[src/rtl/sei_irq_pkg.sv]
package sei_irq_pkg;
  localparam int unsigned NUM_EDGE = 11;
  localparam int unsigned NUM_SRC  = NUM_EDGE + 2;
  localparam int unsigned BIT_TXWM = NUM_EDGE;
  localparam int unsigned BIT_RXWM = NUM_EDGE + 1;
  typedef logic [NUM_SRC-1:0]  src_vec_t;
  typedef logic [NUM_EDGE-1:0] evt_vec_t;
endpackage

[src/rtl/sei_edge_cap.sv]
module sei_edge_cap #(
  parameter int unsigned N = 4
) (
  input  logic         clk_i,
  input  logic         rst_ni,
  input  logic [N-1:0] evt_i,
  output logic [N-1:0] rise_o
);
  logic [N-1:0] evt_q;

  always_ff @(posedge clk_i or negedge rst_ni) begin
    if (!rst_ni) evt_q <= '0;
    else         evt_q <= evt_i;
  end

  always_comb rise_o = evt_i & ~evt_q;

  for (genvar i = 0; i < N; i++) begin : g_chk
    // one edge gives a single set pulse
    a_r2_one_shot: assert property (@(posedge clk_i) disable iff (!rst_ni)
      rise_o[i] |=> !rise_o[i]);
  end
endmodule

[src/rtl/sei_wm_cmp.sv]
module sei_wm_cmp #(
  parameter int unsigned LVL_W = 5
) (
  input  logic [LVL_W-1:0] tx_fill_i,
  input  logic [LVL_W-1:0] rx_fill_i,
  input  logic [LVL_W-1:0] tx_thr_i,
  input  logic [LVL_W-1:0] rx_thr_i,
  input  logic [LVL_W-1:0] rfr_thr_i,
  output logic             tx_hit_o,
  output logic             rx_hit_o,
  output logic             rfr_o
);
  logic tx_on, rx_on;

  always_comb begin
    tx_on    = (tx_thr_i != '0);
    rx_on    = (rx_thr_i != '0);
    tx_hit_o = tx_on && (tx_fill_i <= tx_thr_i);
    rx_hit_o = rx_on && (rx_fill_i >= rx_thr_i);
    rfr_o    = (rx_fill_i < rfr_thr_i);
  end
endmodule

[src/rtl/sei_stat_bit.sv]
module sei_stat_bit #(
  parameter bit LEVEL = 1'b0
) (
  input  logic clk_i,
  input  logic rst_ni,
  input  logic set_i,
  input  logic clr_i,
  output logic sts_o
);
  logic sts_q, sts_d, upd;

  always_comb begin
    upd = set_i | clr_i;
    if (LEVEL) sts_d = clr_i ? 1'b0 : (sts_q | set_i);
    else       sts_d = set_i | (sts_q & ~clr_i);
  end

  always_ff @(posedge clk_i or negedge rst_ni) begin
    if (!rst_ni)  sts_q <= 1'b0;
    else if (upd) sts_q <= sts_d;
  end

  assign sts_o = sts_q;

  // a set bit only leaves through a clear
  a_r3_sticky: assert property (@(posedge clk_i) disable iff (!rst_ni)
    (sts_q && !clr_i) |=> sts_q);

  if (LEVEL) begin : g_lvl
    a_r7_clear_dips: assert property (@(posedge clk_i) disable iff (!rst_ni)
      clr_i |=> !sts_q);
  end else begin : g_edge
    a_r4_set_wins: assert property (@(posedge clk_i) disable iff (!rst_ni)
      set_i |=> sts_q);
  end
endmodule

[src/rtl/sei_irq_top.sv]
module sei_irq_top
  import sei_irq_pkg::*;
#(
  parameter int unsigned FIFO_DEPTH = 16,
  localparam int unsigned LVL_W = $clog2(FIFO_DEPTH + 1)
) (
  input  logic                clk_i,
  input  logic                rst_ni,
  input  logic [NUM_EDGE-1:0] evt_i,
  input  logic [LVL_W-1:0]    tx_fill_i,
  input  logic [LVL_W-1:0]    rx_fill_i,
  input  logic [LVL_W-1:0]    tx_thr_i,
  input  logic [LVL_W-1:0]    rx_thr_i,
  input  logic [LVL_W-1:0]    rfr_thr_i,
  input  logic                en_we_i,
  input  logic [NUM_SRC-1:0]  en_wdata_i,
  input  logic                clr_we_i,
  input  logic [NUM_SRC-1:0]  clr_wdata_i,
  output logic [NUM_SRC-1:0]  status_o,
  output logic                irq_o,
  output logic                rx_rfr_o
);
  logic [1:0] rst_sync_q;
  logic       rst_n_s;

  always_ff @(posedge clk_i or negedge rst_ni) begin
    if (!rst_ni) rst_sync_q <= 2'b00;
    else         rst_sync_q <= {rst_sync_q[0], 1'b1};
  end
  assign rst_n_s = rst_sync_q[1];

  evt_vec_t rise;
  logic     tx_hit, rx_hit;
  src_vec_t set_vec, clr_vec, sts, en_q, en_d;

  sei_edge_cap #(.N(NUM_EDGE)) u_edge (
    .clk_i  (clk_i),
    .rst_ni (rst_n_s),
    .evt_i  (evt_i),
    .rise_o (rise)
  );

  sei_wm_cmp #(.LVL_W(LVL_W)) u_wm (
    .tx_fill_i (tx_fill_i),
    .rx_fill_i (rx_fill_i),
    .tx_thr_i  (tx_thr_i),
    .rx_thr_i  (rx_thr_i),
    .rfr_thr_i (rfr_thr_i),
    .tx_hit_o  (tx_hit),
    .rx_hit_o  (rx_hit),
    .rfr_o     (rx_rfr_o)
  );

  always_comb begin
    set_vec = {rx_hit, tx_hit, rise};
    clr_vec = clr_we_i ? clr_wdata_i : '0;
    en_d    = en_we_i ? en_wdata_i : en_q;
  end

  for (genvar i = 0; i < NUM_SRC; i++) begin : g_bit
    sei_stat_bit #(.LEVEL(i >= NUM_EDGE)) u_bit (
      .clk_i  (clk_i),
      .rst_ni (rst_n_s),
      .set_i  (set_vec[i]),
      .clr_i  (clr_vec[i]),
      .sts_o  (sts[i])
    );
  end

  always_ff @(posedge clk_i or negedge rst_n_s) begin
    if (!rst_n_s)     en_q <= '0;
    else if (en_we_i) en_q <= en_d;
  end

  always_comb begin
    status_o = sts;
    irq_o    = |(sts & en_q);
  end

  // writing an all-zero enable silences the line
  a_r8_mask_all: assert property (@(posedge clk_i) disable iff (!rst_n_s)
    (en_we_i && en_wdata_i == '0) |=> !irq_o);
endmodule

[config.mk]
export PLATFORM = sky130hd
export DESIGN_NAME = sei_irq_top
export DESIGN_NICKNAME = d
export VERILOG_FILES = /design/src/rtl/sei_irq_pkg.sv /design/src/rtl/sei_edge_cap.sv /design/src/rtl/sei_wm_cmp.sv /design/src/rtl/sei_stat_bit.sv /design/src/rtl/sei_irq_top.sv
export SDC_FILE = /design/constraint.sdc
export NUM_CORES = 1
export LEC_CHECK = 0
export ABC_AREA = 1
export BUFFER_PORTS_ARGS = -buffer_cell sky130_fd_sc_hd__buf_4
export CAP_MARGIN = 5
export CORE_UTILIZATION = 43
export DETAILED_ROUTE_END_ITERATION = 8
export PLACE_DENSITY = 0.76
export SYNTH_ARGS = -nofsm -noshare
export SYNTH_HDL_FRONTEND = slang
export SYNTH_SLANG_ARGS = --single-unit
[constraint.sdc]
create_clock -name clk_i -period 1.11 [get_ports clk_i]
set_input_delay 0.0555 -clock clk_i [delete_from_list [all_inputs] [get_ports clk_i]]
set_output_delay 0.0555 -clock clk_i [all_outputs]
set_load 0.01 [all_outputs]
# == Word level (Yosys, flattened, before mapping) ==
# Cells that the tools add are included.
# word_totals
regBits,39
latchBits,0
ramBits,0
rom_bits,0
input_bits,66
word_cells,78
n_memories,0
# op_classes
n_addsub,0
multipliers,0
div_mod_pow,0
n_lt_le_gt_ge,3
n_eq_ne,0
shifts,0
n_mux,3
bitwise_logic,51
reduce_logical,5
# ops
cell,count
OR 1 bit,26
AND 13 bit,1
2-to-1 mux 13 bit,1
OR reduction 13 bit,1
AND 1 bit,11
AND 11 bit,1
NOT 1 bit,11
NOT 11 bit,1
nonzero test 5 bit,2
>= comparator 5 bit,1
<= comparator 5 bit,1
less-than comparator 5 bit,1
logical AND 1 bit,2
2-to-1 mux 1 bit,2

# == Longest topological paths before layout ==
# depth
depth_word,4
ltp_mapped,10

# == Modules after synthesis ==
# A second synthesis with hierarchy kept.
# hier_totals
hier_cells,244
hier_area_um2,2072.0
# by_module_without_submodules
module,n_inst,cells_per_inst,area_per_inst_um2
sei_irq_top,1,85,783.3
sei_stat_bit (g_bit[0].u_bit ...),11,5,40.0
sei_wm_cmp,1,65,397.9
sei_edge_cap,1,33,385.4
sei_stat_bit (g_bit[11].u_bit ...),2,3,32.5

# == Worst setup path before layout ==
# Ideal clock, no wire load.
# synth_timing
path_kind,input-to-reg
start,in tx_thr_i[4]
end,reg g_bit[11].u_bit.sts_q
setup_time_ns,0.120
arrival_time_ns,0.776
required_time_ns,0.990
setup_slack_ns,0.214
path_stages,9
path_buffers,0
path_cell_list,inv_1 -> ha_1 -> nand2_1 -> nor2_1 -> nand2_1 -> nand3_1 -> nand2_1 -> nand2_1 -> a21oi_1
# synth_between
elab_chain_len,4
elab_cells_between_ends,6
classes_between,1 x order compare; 1 x mux; 2 x bitwise; 2 x reduce/logical
# synth_lines
item,line,text
start: declaration,sei_irq_top.sv:12,"input logic [LVL_W-1:0] tx_thr_i,"
<= comparator 5 bit / nonzero test 5 bit (equally long branches),"sei_wm_cmp.sv:18, sei_wm_cmp.sv:16",
logical AND 1 bit *,sei_wm_cmp.sv:18,tx_hit_o = tx_on && (tx_fill_i <= tx_thr_i);
OR 1 bit,sei_stat_bit.sv:14,if (LEVEL) sts_d = clr_i ? 1'b0 : (sts_q | set_i);
2-to-1 mux 1 bit,sei_stat_bit.sv:14,
end signal: assignment,sei_stat_bit.sv:20,else if (upd) sts_q <= sts_d;
end: declaration,sei_stat_bit.sv:10,"logic sts_q, sts_d, upd;"
# Every way passes the cells marked *; elsewhere a longest branch is shown, timed or not.
# A chain may end at the register's enable or synchronous reset.

# == Worst setup path after layout ==
# layout_timing
start,reg g_bit[2].u_bit.sts_q
end,out irq_o
# layout_between
elab_chain_len,2
# layout_lines
item,line,text
start: declaration,sei_stat_bit.sv:10,
start signal: assignment,sei_stat_bit.sv:20,
AND 13 bit,sei_irq_top.sv:77,irq_o = |(sts & en_q);
OR reduction 13 bit,sei_irq_top.sv:77,
end: declaration,sei_irq_top.sv:20,"output logic irq_o,"
# Every way passes these cells.

==> run summary <==
Register Area -> 977 µm²
largest net degree at the start of global routing -> 38
clock slew at reported path FFs -> 0.08 ns
initial DRC count -> 33
multi-input logic area -> 766 µm²
clock sink count -> 39
final setup violation count -> 1
status -> finished, violations left
unrepaired setup endpoints after global routing -> yes
crit path kind -> register to output pin
boundary pin count -> 81
die footprint -> 0.00480 mm²
Slew Viols, Final -> 0
number of synthesized flops with an enable pin -> 0
maxcap violations -> 0
#FFs+latches synth -> 39
GR Overflow Total -> 0
final period utilization -> 119%
Max Buffers Root-to-Sink -> 2
Core Rows -> 24
Starting Density -> 44.7%
CTS Buf Count -> 5
origin of the critical flop-to-flop path -> en_q[6]
async set or reset register ratio after synthesis -> 100%
Pwr per Cell Area -> 1130 mW/mm²
Syn Nets -> 281
initial antenna violation count -> 0
CP startpoint -> g_bit[2].u_bit.sts_o
Crit Path Max Fanout -> 2
Worst R2R Path Depth -> 2
Worst Hold Launch -> clr_wdata_i[6]
number of fill cells in the layout -> 335
Warnings, synthesis -> 0
CORE AREA -> 0.00435 mm²
H-tree Lvls -> 2
Max Clock Skew -> 0.00345 ns
Pre-antenna DRT Iters -> 4
Setup crit start kind -> register
clock root buffer -> clkbuf_8
Hold Crit Class -> input port to register
worst hold path depth -> 4
CTS tree -> done
routed vias -> 1,694
wirelength, routed -> 4610 µm
clk_lat worst skew -> 0.28 ns
non-filler cells, final -> 365
VDD IR max -> 1.34 mV
dpl hpwl -> 3110 µm
GR Util All Layers -> 20.3%
die height -> 69.3 µm
static leakage -> 1.63 nW
gpl congestion -> 0.770
Synth Flop Type -> dfrtp_1
fraction of layout cells with a size suffix above 1 -> 38.0%
min cycle time layout -> 1.32 ns
setup tns final -> -0.211 ns
# diodes -> 0
Layout area overhead -> 54.5%
overall power -> 3.41 mW
final worst slack -> -0.211 ns
number of global-route vias before repair -> 1,784
global-route wire length before repair -> 7690 µm
post-layout net count -> 392
Seq/Total Area, Yosys -> 50.1%
Gate Count Post-Synth -> 201
synth unique cells -> 17
routed length per instance -> 12.6 µm
Setup crit end kind -> output pin
ANT nets after route -> 0
synthesized area -> 0.00195 mm²
FMAX -> 757 MHz
I/O Buffers -> 80
DRC -> 0
Worst Path Required -> 1.05 ns
Data arrival, critical path -> 1.27 ns
Hold Fails Final Rpt -> 0
Placed Instances -> 321
Via density -> 4.64
die width -> 69.3 µm
post-synthesis average cell area -> 9.69 µm²
failing checks -> setup timing
==> layer usage <==
layer	global-route usage (%)	share of wire [%]
met1	21.6	40
met5	0	0
met4	4.99	0.87
met3	5.96	5.6
met2	38.8	53
==> through the flow <==
| step | setup WS, ns | instance area (µm²) | util [%] | hold slack [ns] |
|---|---|---|---|---|
| global route | -0.273 | 3010 | 69.1 | 0.0386 |
| CTS | -0.204 | 2960 | 67.9 | 0.00280 |
| global placement | 0.0409 | 2540 | 58.2 | -0.160 |
| detailed placement | 0.0243 | 2540 | 58.2 | -0.158 |
| floorplan | 0.214 | 1950 | - | -0.240 |
| finish | -0.211 | 3010 | 69.1 | 0.0325 |
==> registers in the layout, indices dropped and copies added (netlist names) <==
name               cells
u_edge.evt_q          11
rst_sync_q             2
en_q                  13
g_bit.u_bit.sts_o     13
==> power by group <==
part,internal [mW],switching (mW)
combinational,0.526,0.339
clock,0.439,0.482
sequential,1.55,0.0808
==> Yosys cell counts (2+ instances only) <==
cell type / n / area share (%)
a21oi_1: 9 / 2.3
ha_1: 14 / 9.0
inv_1: 34 / 6.6
a221oi_1: 2 / 0.90
nand2_1: 51 / 9.8
nor3_1: 2 / 0.51
buf_4: 13 / 5.0
dfrtp_1: 39 / 50
mux2_4: 10 / 7.7
mux2_2: 3 / 1.7
nand4_1: 2 / 0.64
nor2_1: 3 / 0.58
o21ai_0: 12 / 3.1
nand3_1: 4 / 1.0
==> cells by family (layout without fill, tap and decap cells) <==
group / count (synthesis) / in the layout / synth area share, %
buffers and inverters: 49 / 161 / 12.4
adders and majority gates: 14 / 14 / 8.99
DFF: 39 / 39 / 50.1
muxes: 13 / 13 / 9.44
AOI/OAI and AO/OA: 23 / 23 / 6.29
and+or+nand+nor: 62 / 62 / 12.6
other: 1 / 1 / 0.192
==> layout make-up <==
cell class | instances | area share (%)
clock buffer | 6 | 2.41
timing repair buffer | 119 | 32.8
sequential | 39 | 32.5
multi-input combinational | 113 | 25.4
tap | 52 | 2.16
inverter | 34 | 4.24
clock inverter | 2 | 0.416
==> final timing paths <==
check,end,slack [ns]
max,irq_o,-0.21
min,g_bit[6].u_bit.sts_o,0.03
max reg2reg,en_q[6],0.21
min reg2reg,g_bit[9].u_bit.sts_o,0.22
max in group asynchronous,en_q[6],0.71
min in group asynchronous,rst_sync_q[1],0.09
==> cells in the final DEF, fill, tap and decap left out, types with 2 or more instances in the layout <==
master,Yosys,routed
buf_4,13,87
nand2_1,51,50
dfrtp_1,39,38
inv_1,34,34
dlygate4sd3_1,0,27
ha_1,14,13
o21ai_0,12,12
mux2_4,10,10
a21oi_1,9,7
clkbuf_8,0,5
nand3_1,4,4
buf_6,1,4
nor2_1,3,3
mux2_2,3,3
a221oi_2,0,2
nand4_1,2,2
a21oi_2,0,2
nor3_1,2,2
==> critical path, cell delays in order (launching register included) <==
cell	delay [ns]
dfrtp_1	0.40
nand2_1	0.06
nand2_1	0.06
a221oi_2	0.19
nand3_1	0.13
buf_6	0.14
==> timing repair <==
action,in CTS,in global routing
endpoints found under the hold margin,26,2
endpoints found under the setup margin,1,3
pin swaps,3,0
gates resized for setup,5,5
hold buffers,25,2
buffers inserted,8,1
Power figures use the tool's default switching activity.
